File: src/rtl/fcr_pkg.sv
// Package: shared constants and types for the read configuration command
// interface. Assumes an 8-bit command byte and a 16-bit configuration word.
package fcr_pkg;
    localparam logic [7:0] CMD_SETUP   = 8'h60;
    localparam logic [7:0] CMD_CONFIRM = 8'h03;
    localparam logic [7:0] CMD_IDENT   = 8'h90;
    localparam logic [7:0] CMD_ARRAY   = 8'hFF;

    localparam logic [15:0] CFG_RESET  = 16'hBFC0;
    localparam logic [7:0]  ID_CFG_OFS = 8'h05;

    // strobe vector positions
    localparam int NSTB    = 3;
    localparam int STB_CE  = 0;
    localparam int STB_WE  = 1;
    localparam int STB_ADV = 2;

    typedef enum logic [1:0] {
        MODE_ARRAY = 2'd0,
        MODE_SETUP = 2'd1,
        MODE_IDENT = 2'd2
    } mode_e;
endpackage

File: src/rtl/fcr_strobe_edge.sv
// Module: turns sampled bus strobes into one write event per bus write.
// Captures the address at the first rising strobe (address-valid, chip
// enable or write enable) inside a write. Emits a one-cycle event with the
// captured address and the command byte when chip enable or write enable
// first rises. Assumes the strobes are already synchronous to clk.
module fcr_strobe_edge
    import fcr_pkg::*;
#(
    parameter int WORD_W = 16,
    parameter int CMD_W  = 8
) (
    input  logic              clk,
    input  logic              rst_n,
    input  logic [NSTB-1:0]   stb_n,
    input  logic [WORD_W-1:0] addr,
    input  logic [CMD_W-1:0]  cmd,
    output logic              wr_valid,
    output logic [WORD_W-1:0] wr_addr,
    output logic [CMD_W-1:0]  wr_cmd
);
    logic [NSTB-1:0]   stb_q;
    logic [NSTB-1:0]   stb_rise;
    logic              taken;
    logic [WORD_W-1:0] addr_hold;
    logic              in_write;
    logic              cap_now;
    logic              commit;
    logic [WORD_W-1:0] commit_addr;

    // one rising-edge detector per strobe
    for (genvar g = 0; g < NSTB; g++) begin : g_rise
        assign stb_rise[g] = stb_n[g] & ~stb_q[g];
    end

    // decide capture and completion for the current edge
    always_comb begin
        in_write    = ~stb_q[STB_CE] & ~stb_q[STB_WE];
        cap_now     = in_write & ~taken & (|stb_rise);
        commit      = in_write & (stb_n[STB_CE] | stb_n[STB_WE]);
        commit_addr = cap_now ? addr : addr_hold;
    end

    // strobe history, address hold and write event register
    always_ff @(posedge clk) begin
        if (!rst_n) begin
            stb_q     <= '1;
            taken     <= 1'b0;
            addr_hold <= '0;
            wr_valid  <= 1'b0;
            wr_addr   <= '0;
            wr_cmd    <= '0;
        end else begin
            stb_q    <= stb_n;
            wr_valid <= commit;
            if (commit) begin
                wr_addr <= commit_addr;
                wr_cmd  <= cmd;
                taken   <= 1'b0;
            end else if (cap_now) begin
                addr_hold <= addr;
                taken     <= 1'b1;
            end
        end
    end
endmodule

File: src/rtl/fcr_cmd_fsm.sv
// Module: command state machine. Tracks array, setup and identifier modes.
// Issues a load pulse when a confirm write matches the setup address.
// Assumes at most one write event per cycle from the strobe stage.
module fcr_cmd_fsm
    import fcr_pkg::*;
#(
    parameter int WORD_W = 16,
    parameter int CMD_W  = 8
) (
    input  logic              clk,
    input  logic              rst_n,
    input  logic              wr_valid,
    input  logic [WORD_W-1:0] wr_addr,
    input  logic [CMD_W-1:0]  wr_cmd,
    output mode_e             mode,
    output logic              load,
    output logic [WORD_W-1:0] load_val
);
    mode_e             mode_q, mode_d;
    logic [WORD_W-1:0] setup_q, setup_d;

    // next mode, setup address and load decision
    always_comb begin
        mode_d  = mode_q;
        setup_d = setup_q;
        load    = 1'b0;
        if (wr_valid) begin
            if (mode_q == MODE_SETUP) begin
                mode_d = MODE_ARRAY;
                load   = (wr_cmd == CMD_CONFIRM) && (wr_addr == setup_q);
            end else begin
                case (wr_cmd)
                    CMD_SETUP: begin
                        mode_d  = MODE_SETUP;
                        setup_d = wr_addr;
                    end
                    CMD_IDENT: mode_d = MODE_IDENT;
                    CMD_ARRAY: mode_d = MODE_ARRAY;
                    default:   mode_d = mode_q;
                endcase
            end
        end
    end

    // state registers
    always_ff @(posedge clk) begin
        if (!rst_n) begin
            mode_q  <= MODE_ARRAY;
            setup_q <= '0;
        end else begin
            mode_q  <= mode_d;
            setup_q <= setup_d;
        end
    end

    assign mode     = mode_q;
    assign load_val = wr_addr;
endmodule

File: src/rtl/fcr_cfg_store.sv
// Module: holds the configuration word and forms the registered read data.
// Returns the word at the identifier offset in identifier mode, zero at other
// identifier offsets, and array data otherwise. Assumes the read offset is
// the low byte of the address.
module fcr_cfg_store
    import fcr_pkg::*;
#(
    parameter int              WORD_W  = 16,
    parameter int              OFS_W   = 8,
    parameter logic [OFS_W-1:0] CFG_OFS = ID_CFG_OFS,
    parameter logic [WORD_W-1:0] RST_VAL = CFG_RESET
) (
    input  logic              clk,
    input  logic              rst_n,
    input  logic              load,
    input  logic [WORD_W-1:0] load_val,
    input  mode_e             mode,
    input  logic              rd_en,
    input  logic [OFS_W-1:0]  rd_ofs,
    input  logic [WORD_W-1:0] array_rdata,
    output logic [WORD_W-1:0] cfg_word,
    output logic [WORD_W-1:0] rd_data
);
    logic [WORD_W-1:0] cfg_q;
    logic [WORD_W-1:0] rd_next;

    // configuration word register
    always_ff @(posedge clk) begin
        if (!rst_n)    cfg_q <= RST_VAL;
        else if (load) cfg_q <= load_val;
    end

    // read source selection
    always_comb begin
        rd_next = '0;
        if (rd_en) begin
            if (mode == MODE_IDENT) rd_next = (rd_ofs == CFG_OFS) ? cfg_q : '0;
            else                    rd_next = array_rdata;
        end
    end

    // registered read data
    always_ff @(posedge clk) begin
        if (!rst_n) rd_data <= '0;
        else        rd_data <= rd_next;
    end

    assign cfg_word = cfg_q;
endmodule

File: src/rtl/fcr_cmd_if.sv
// Module: top of the read configuration command interface. Ties the strobe
// stage, command state machine and configuration store together. Assumes all
// bus inputs are synchronous to clk.
module fcr_cmd_if
    import fcr_pkg::*;
#(
    parameter int WORD_W = 16,
    parameter int CMD_W  = 8,
    parameter int OFS_W  = 8
) (
    input  logic              clk,
    input  logic              rst_n,
    input  logic              ce_n,
    input  logic              we_n,
    input  logic              adv_n,
    input  logic              oe_n,
    input  logic [WORD_W-1:0] addr,
    input  logic [CMD_W-1:0]  wdata,
    input  logic [WORD_W-1:0] array_rdata,
    output logic [WORD_W-1:0] rd_data,
    output logic [WORD_W-1:0] cfg_word
);
    logic [NSTB-1:0]   stb_n;
    logic              wr_valid;
    logic [WORD_W-1:0] wr_addr;
    logic [CMD_W-1:0]  wr_cmd;
    mode_e             mode;
    logic              load;
    logic [WORD_W-1:0] load_val;
    logic              rd_en;

    // gather strobes and read enable
    always_comb begin
        stb_n          = '1;
        stb_n[STB_CE]  = ce_n;
        stb_n[STB_WE]  = we_n;
        stb_n[STB_ADV] = adv_n;
        rd_en          = ~ce_n & ~oe_n;
    end

    fcr_strobe_edge #(.WORD_W(WORD_W), .CMD_W(CMD_W)) u_edge (
        .clk      (clk),
        .rst_n    (rst_n),
        .stb_n    (stb_n),
        .addr     (addr),
        .cmd      (wdata),
        .wr_valid (wr_valid),
        .wr_addr  (wr_addr),
        .wr_cmd   (wr_cmd)
    );

    fcr_cmd_fsm #(.WORD_W(WORD_W), .CMD_W(CMD_W)) u_fsm (
        .clk      (clk),
        .rst_n    (rst_n),
        .wr_valid (wr_valid),
        .wr_addr  (wr_addr),
        .wr_cmd   (wr_cmd),
        .mode     (mode),
        .load     (load),
        .load_val (load_val)
    );

    fcr_cfg_store #(.WORD_W(WORD_W), .OFS_W(OFS_W)) u_store (
        .clk         (clk),
        .rst_n       (rst_n),
        .load        (load),
        .load_val    (load_val),
        .mode        (mode),
        .rd_en       (rd_en),
        .rd_ofs      (addr[OFS_W-1:0]),
        .array_rdata (array_rdata),
        .cfg_word    (cfg_word),
        .rd_data     (rd_data)
    );
endmodule

File: config.mk
export PLATFORM = sky130hd
export DESIGN_NAME = fcr_cmd_if
export DESIGN_NICKNAME = d
export VERILOG_FILES = /design/src/rtl/fcr_pkg.sv /design/src/rtl/fcr_strobe_edge.sv /design/src/rtl/fcr_cmd_fsm.sv /design/src/rtl/fcr_cfg_store.sv /design/src/rtl/fcr_cmd_if.sv
export SDC_FILE = /design/constraint.sdc
export NUM_CORES = 1
export LEC_CHECK = 0
export ABC_AREA = 1
export BUFFER_PORTS_ARGS = -buffer_cell sky130_fd_sc_hd__clkbuf_2
export CAP_MARGIN = 30
export CORE_MARGIN = 8
export CORE_UTILIZATION = 43
export CTS_CLUSTER_SIZE = 12
export DETAILED_ROUTE_END_ITERATION = 12
export SYNTH_ARGS = -nofsm -noshare
export SYNTH_HDL_FRONTEND = slang
export SYNTH_SLANG_ARGS = --single-unit
File: constraint.sdc
create_clock -name clk -period 1.65 [get_ports clk]
set_input_delay 0.0825 -clock clk [delete_from_list [all_inputs] [get_ports clk]]
set_output_delay 0.0825 -clock clk [all_outputs]
set_load 0.02 [all_outputs]
; After elaboration in Yosys (flattened, before gate mapping)
; Cells that the tools add are included.
[classes]
eq_ne = 8
muxes = 7
bitwise_logic = 17
n_reduce_logical = 7
[op_table]
columns = operator, count
row1 = $mux W16, 3
row2 = $eq A16 B16 Y1, 1
row3 = $eq A8 B8 Y1 const B, 2
row4 = $and A1 B1 Y1, 8
row5 = $eq A8 B2 Y1 const B, 1
row6 = $eq A8 B3 Y1 const B, 1
row7 = $eq A8 B7 Y1 const B, 1
row8 = $not A1 Y1, 8
row9 = $pmux W2 S3, 1
row10 = $reduce_and A2 Y1, 2
row11 = $reduce_bool A4 Y1, 1
row12 = $reduce_and A3 Y1, 1
row13 = $reduce_or A3 Y1, 1
row14 = $eq A2 B1 Y1 const B, 1
row15 = $eq A2 B2 Y1 const B, 1
row16 = $mux W1, 2
row17 = $mux W2, 1
row18 = $reduce_or A2 Y1, 1
row19 = $logic_and A1 B1 Y1, 1
row20 = $or A1 B1 Y1, 1
[word_totals]
reg_bits = 95
in_bits = 46
out_inout_bits = 32

; Depth between registers and ports, before layout
[logic_depth]
depth_word = 5
depth_mapped = 11
mapped_depth_nobuf = 10

; By module
; Synthesis repeated with hierarchy kept, for this count alone.
[unflattened]
cells_unflattened = 576
hier_area_um2 = 4371.7
[by_module_without_submodules]
columns = mod, instances, cells_each, area_each_um2, seq_area_each_um2
row1 = fcr_strobe_edge, 1, 260, 1943.1, 900.9
row2 = fcr_cfg_store, 1, 154, 1278.7, 640.6
row3 = fcr_cmd_fsm, 1, 161, 1146.1, 360.3
row4 = fcr_cmd_if, 1, 1, 3.8, 0.0

; Worst setup path after synthesis
; Ideal clock, no wire load.
[synth_path]
path_kind = register to register
from = register u_edge.wr_cmd[2]
to = register u_fsm.setup_q[10]
setup_ns = 0.119
arrival_ns = 1.178
required_ns = 1.531
setup_slack_ns = 0.353
stages_incl_launch_ff = 8
path_buffers = 1
synth_period_minus_slack_ns = 1.297
path_cell_list = dfxtp_1 -> nor2_1 -> nand2_1 -> nor2_1 -> nand3_1 -> buf_2 -> o21ai_0 -> a21oi_1
[synth_via]
elab_chain_cells = 2
[synth_rtl]
columns = element, line
row1 = "start, declared", fcr_strobe_edge.sv:19  ; output logic [CMD_W-1:0] wr_cmd
row2 = "start signal, assigned", fcr_strobe_edge.sv:57  ; wr_cmd <= cmd;
row3 = $eq A8 B7 Y1, fcr_cmd_fsm.sv:32  ; case (wr_cmd)
row4 = $reduce_and A3 Y1 (no source line), -
row5 = "end signal, assigned", fcr_cmd_fsm.sv:52  ; setup_q <= setup_d;
row6 = "end, declared", fcr_cmd_fsm.sv:20  ; logic [WORD_W-1:0] setup_q, setup_d;
; Every way passes these cells.
; A chain may end at the register's enable or synchronous reset.

; Worst setup path in the final report
[layout_path]
from = register u_edge.wr_valid
to = register u_store.cfg_q[14] (netlist: u_store.cfg_word[14])
[layout_via]
elab_chain_cells = 1
[layout_rtl]
columns = element, line
row1 = "start, declared", fcr_strobe_edge.sv:17  ; output logic wr_valid,
row2 = "start signal, assigned", fcr_strobe_edge.sv:54  ; wr_valid <= commit;
row3 = $mux W1, fcr_cmd_fsm.sv:27  ; if (wr_valid) begin
row4 = "end signal, assigned", fcr_cfg_store.sv:30  ; else if (load) cfg_q <= load_val;
row5 = "end, declared", fcr_cfg_store.sv:24  ; logic [WORD_W-1:0] cfg_q;
; Every way passes these cells.

==> results.ini <==
[status]
outcome = finished, final reports clean

[worst_hold_path]
hp-class = in2reg
hold_depth = 3

[power_and_ir_drop]
p_int_w = 0.00314
vdd_drop_max_mv = 0.368
p_leak_nw = 2.16
p_per_area_nw_per_um2 = 832
power.share.clock_pct = 37.2
sw_frac_of_total_pct = 23.7
comb_power_share_pct = 6.3
p_switching_w = 0.000978
pwr-share-seq_pct = 56.5

[timing]
fin_crit_ps = 1510
slew_viol_final = 0
hold_violations = 0
fmax_mhz = 661
skew_ps = 8.96
slew_headroom_pct = 67.9
rsz0062_at_grt = false
final.setup.tns_ps = 0
post-route-period-util_pct = 91.8
setup_viol = 0
tightestPinTransition_ps = 481
worst_slack_ps = 136

[setup_path]
path_cells = nand2_1 > nor2_1 > nand2_1 > nor2_2 > nand3_2 > nor2_4 > buf_12 > nor2_1 > nor2_2
r2r_end = u_store.cfg_word[14]$_SDFFE_PN0P_
required_ps = 1950
critPathLaunch = u_edge.wr_valid$_SDFF_PN0_
critPathBufInv = 1
worst_path_largest_cell_delay_ps = 470
cp-endpoint = u_store.cfg_word[14]$_SDFFE_PN0P_
worstPathArrival_ps = 1810
cp_top_family = simple AND/OR/NAND/NOR gates
path_class = reg2reg
path_depth = 9
regToRegSetupSlack_ps = 140
r2r_start = u_edge.wr_valid$_SDFF_PN0_
ff2ff_path_depth = 9
cp-start-kind = register
path_max_fanout = 16
critPathSlowestCell = dfxtp_1
endpoint_kind = register

[clock_tree]
tritoncts.num_buffers = 9
cts_root_buf = clkbuf_8
cts.sinks = 95
htreeDepth = 3
cts_tree = built
clock_path_buffers = 2
clk_latency_ps = 360
cts.reportedPaths.clkPinSlew_ps = 100

[yosys]
yosysMostFrequentCell = nand2_1
syn_area_per_cell_um2 = 7.35
ys.warnings.count = 0
async_flop_share_pct = 0
synth.distinct_cells = 26
seq_area_frac_synth_pct = 48.0
syn_inst = 539
synth_top_area_share_pct = 48.0
syn_area_um2 = 3960
synth_flop_cell = dfxtp_1
synth_top_area_cell = dfxtp_1
ys_ff_latch = 95
synth_commonest_cells = nand2_1, dfxtp_1, inv_1, nor2_1
syn-num-nets = 585
synthTopCellsByArea = dfxtp_1, nand2_1, inv_1
synth_enable_flop_cells = 0

[detailed_routing]
vias = 3695
drt-total-wl_um = 9950
routedWlPerCell_um = 13.2
ant_nets = 0
first_pass_iters = 4
via_per_inst = 4.89
drc = 0
drt-initial-drc-count = 224

[layout]
antenna_cells = 0
ff_latch_area_um2 = 1900
multi_input_area_um2 = 1720
layout.cells.non_filler = 756
n_fill_cell = 872
layout-drive-gt1-share_pct = 20.3
fin_nets = 686
area_growth_syn_to_layout_pct = 24.9

[placed_design]
dp_slack_ps = 97.9
place_inst = 718
place_hpwl_um = 7350
port_buffers = 77
finalWeightedCongestion = 0.951

[global_route]
track_usage_pct = 16.4
grt_max_degree = 33
grt_pass1_vias = 3625
gr-total-overflow = 0
antenna_found_initial = 0
grt_pass1_wl_um = 17100

[die]
dieArea_um2 = 12500
rows = 35
die_x_um = 112
core_um2 = 9110
die_y_um = 112
start_util_pct = 43.5
ios = 78

[job]
maxCapViolations = 0

[logic make-up (layout without fill, tap and decap cells)]
logic type,count (synthesis),after routing,share of synthesized area [%]
xor gates and xnor gates,4,4,0.884
DFF,95,95,48.0
AOI/OAI and AO/OA,122,122,16.4
and+or+nand+nor,232,232,25.8
buffers and inverters,86,192,8.87
[tightest hold or removal path, cell delays in order]
cell and delay, ps:
clkbuf_2 80, o21ai_0 70, a21oi_1 100
[cell usage in the layout, fill, tap and decap left out, drive strengths merged]
| cell | count |
|---|---|
| o22ai | 29 |
| nor3 | 1 |
| nand2 | 139 |
| clkinv | 6 |
| clkbuf | 86 |
| inv | 61 |
| buf | 17 |
| nand3 | 26 |
| o21ai | 57 |
| nand4 | 12 |
| dlygate4sd3 | 19 |
| nor2 | 48 |
| clkinvlp | 2 |
| xor2 | 1 |
| a21oi | 36 |
| nand3b | 1 |
| dfxtp | 95 |
| or2 | 4 |
| xnor2 | 3 |
| bufinv | 1 |
| nor4 | 1 |
[per-stage QoR]
stage | utilization (%) | area, um2 | hold WS (ps) | total power (W)
2_1_floorplan | - | 3960 | 163 | 0.00250
4_1_cts | 53.8 | 4900 | 0.995 | 0.00416
6_report | 54.3 | 4950 | 11.2 | 0.00412
5_1_grt | 54.3 | 4950 | 8.00 | 0.00429
3_3_place_gp | 49.6 | 4510 | 263 | 0.00260
3_5_place_dp | 49.6 | 4510 | 273 | 0.00261
[worst min path at each step]
stage,start,to,slack [ps]
finish,array_rdata[3],u_store.rd_data[3]$_SDFF_PN0_,10
global route,array_rdata[13],u_store.rd_data[13]$_SDFF_PN0_,8
detailed placement,adv_n,u_edge.stb_q[2]$_SDFF_PN1_,270
floorplan,we_n,u_edge.stb_q[1]$_SDFF_PN1_,160
CTS,array_rdata[8],u_store.rd_data[8]$_SDFF_PN0_,1
global placement,adv_n,u_edge.stb_q[2]$_SDFF_PN1_,260
[layer usage]
| metal | GRT usage [%] | vias to the layer above | share of wire [%] |
|---|---|---|---|
| li1 | - | 1962 | - |
| met1 | 21.5 | 1616 | 49 |
| met2 | 24.4 | 106 | 41 |
| met3 | 5.36 | 11 | 8.4 |
| met4 | 5.85 | 0 | 1.3 |
| met5 | 0 | - | 0 |
[what timing repair did]
action                                  4_1_cts  5_1_grt
gates resized for setup                       0        3
hold buffers                                 19        0
endpoints found under the setup margin        0       22
setup buffers                                 0        3
hold endpoints to repair                     17        0
[registers in the layout (all words and copies together) (netlist names)]
| signal | count |
|---|---|
| u_edge.addr_hold | 16 |
| u_edge.stb_q | 3 |
| u_edge.taken | 1 |
| u_edge.wr_addr | 16 |
| u_edge.wr_cmd | 8 |
| u_edge.wr_valid | 1 |
| u_fsm.mode | 2 |
| u_fsm.setup_q | 16 |
| u_store.cfg_word | 16 |
| u_store.rd_data | 16 |
[power groups by stage]
stage | combinational, W | clock, W | sequential, W
2_1_floorplan | 0.000106 | 0 | 0.00239
3_3_place_gp | 0.000221 | 0 | 0.00238
3_5_place_dp | 0.000224 | 0 | 0.00238
4_1_cts | 0.000260 | 0.00157 | 0.00233
5_1_grt | 0.000291 | 0.00167 | 0.00233
6_report | 0.000259 | 0.00153 | 0.00233
[final cells by class]
| cell class | count | share of cell area, % |
|---|---|---|
| Multi-Input combinational cell | 358 | 34.7 |
| Sequential cell | 95 | 38.4 |
| Timing Repair Buffer | 113 | 15.3 |
| Tap cell | 111 | 2.81 |
| Clock buffer | 9 | 2.50 |
| Clock inverter | 7 | 1.47 |
| Inverter | 63 | 4.78 |
No activity file was read; power rests on OpenSTA's default activity.
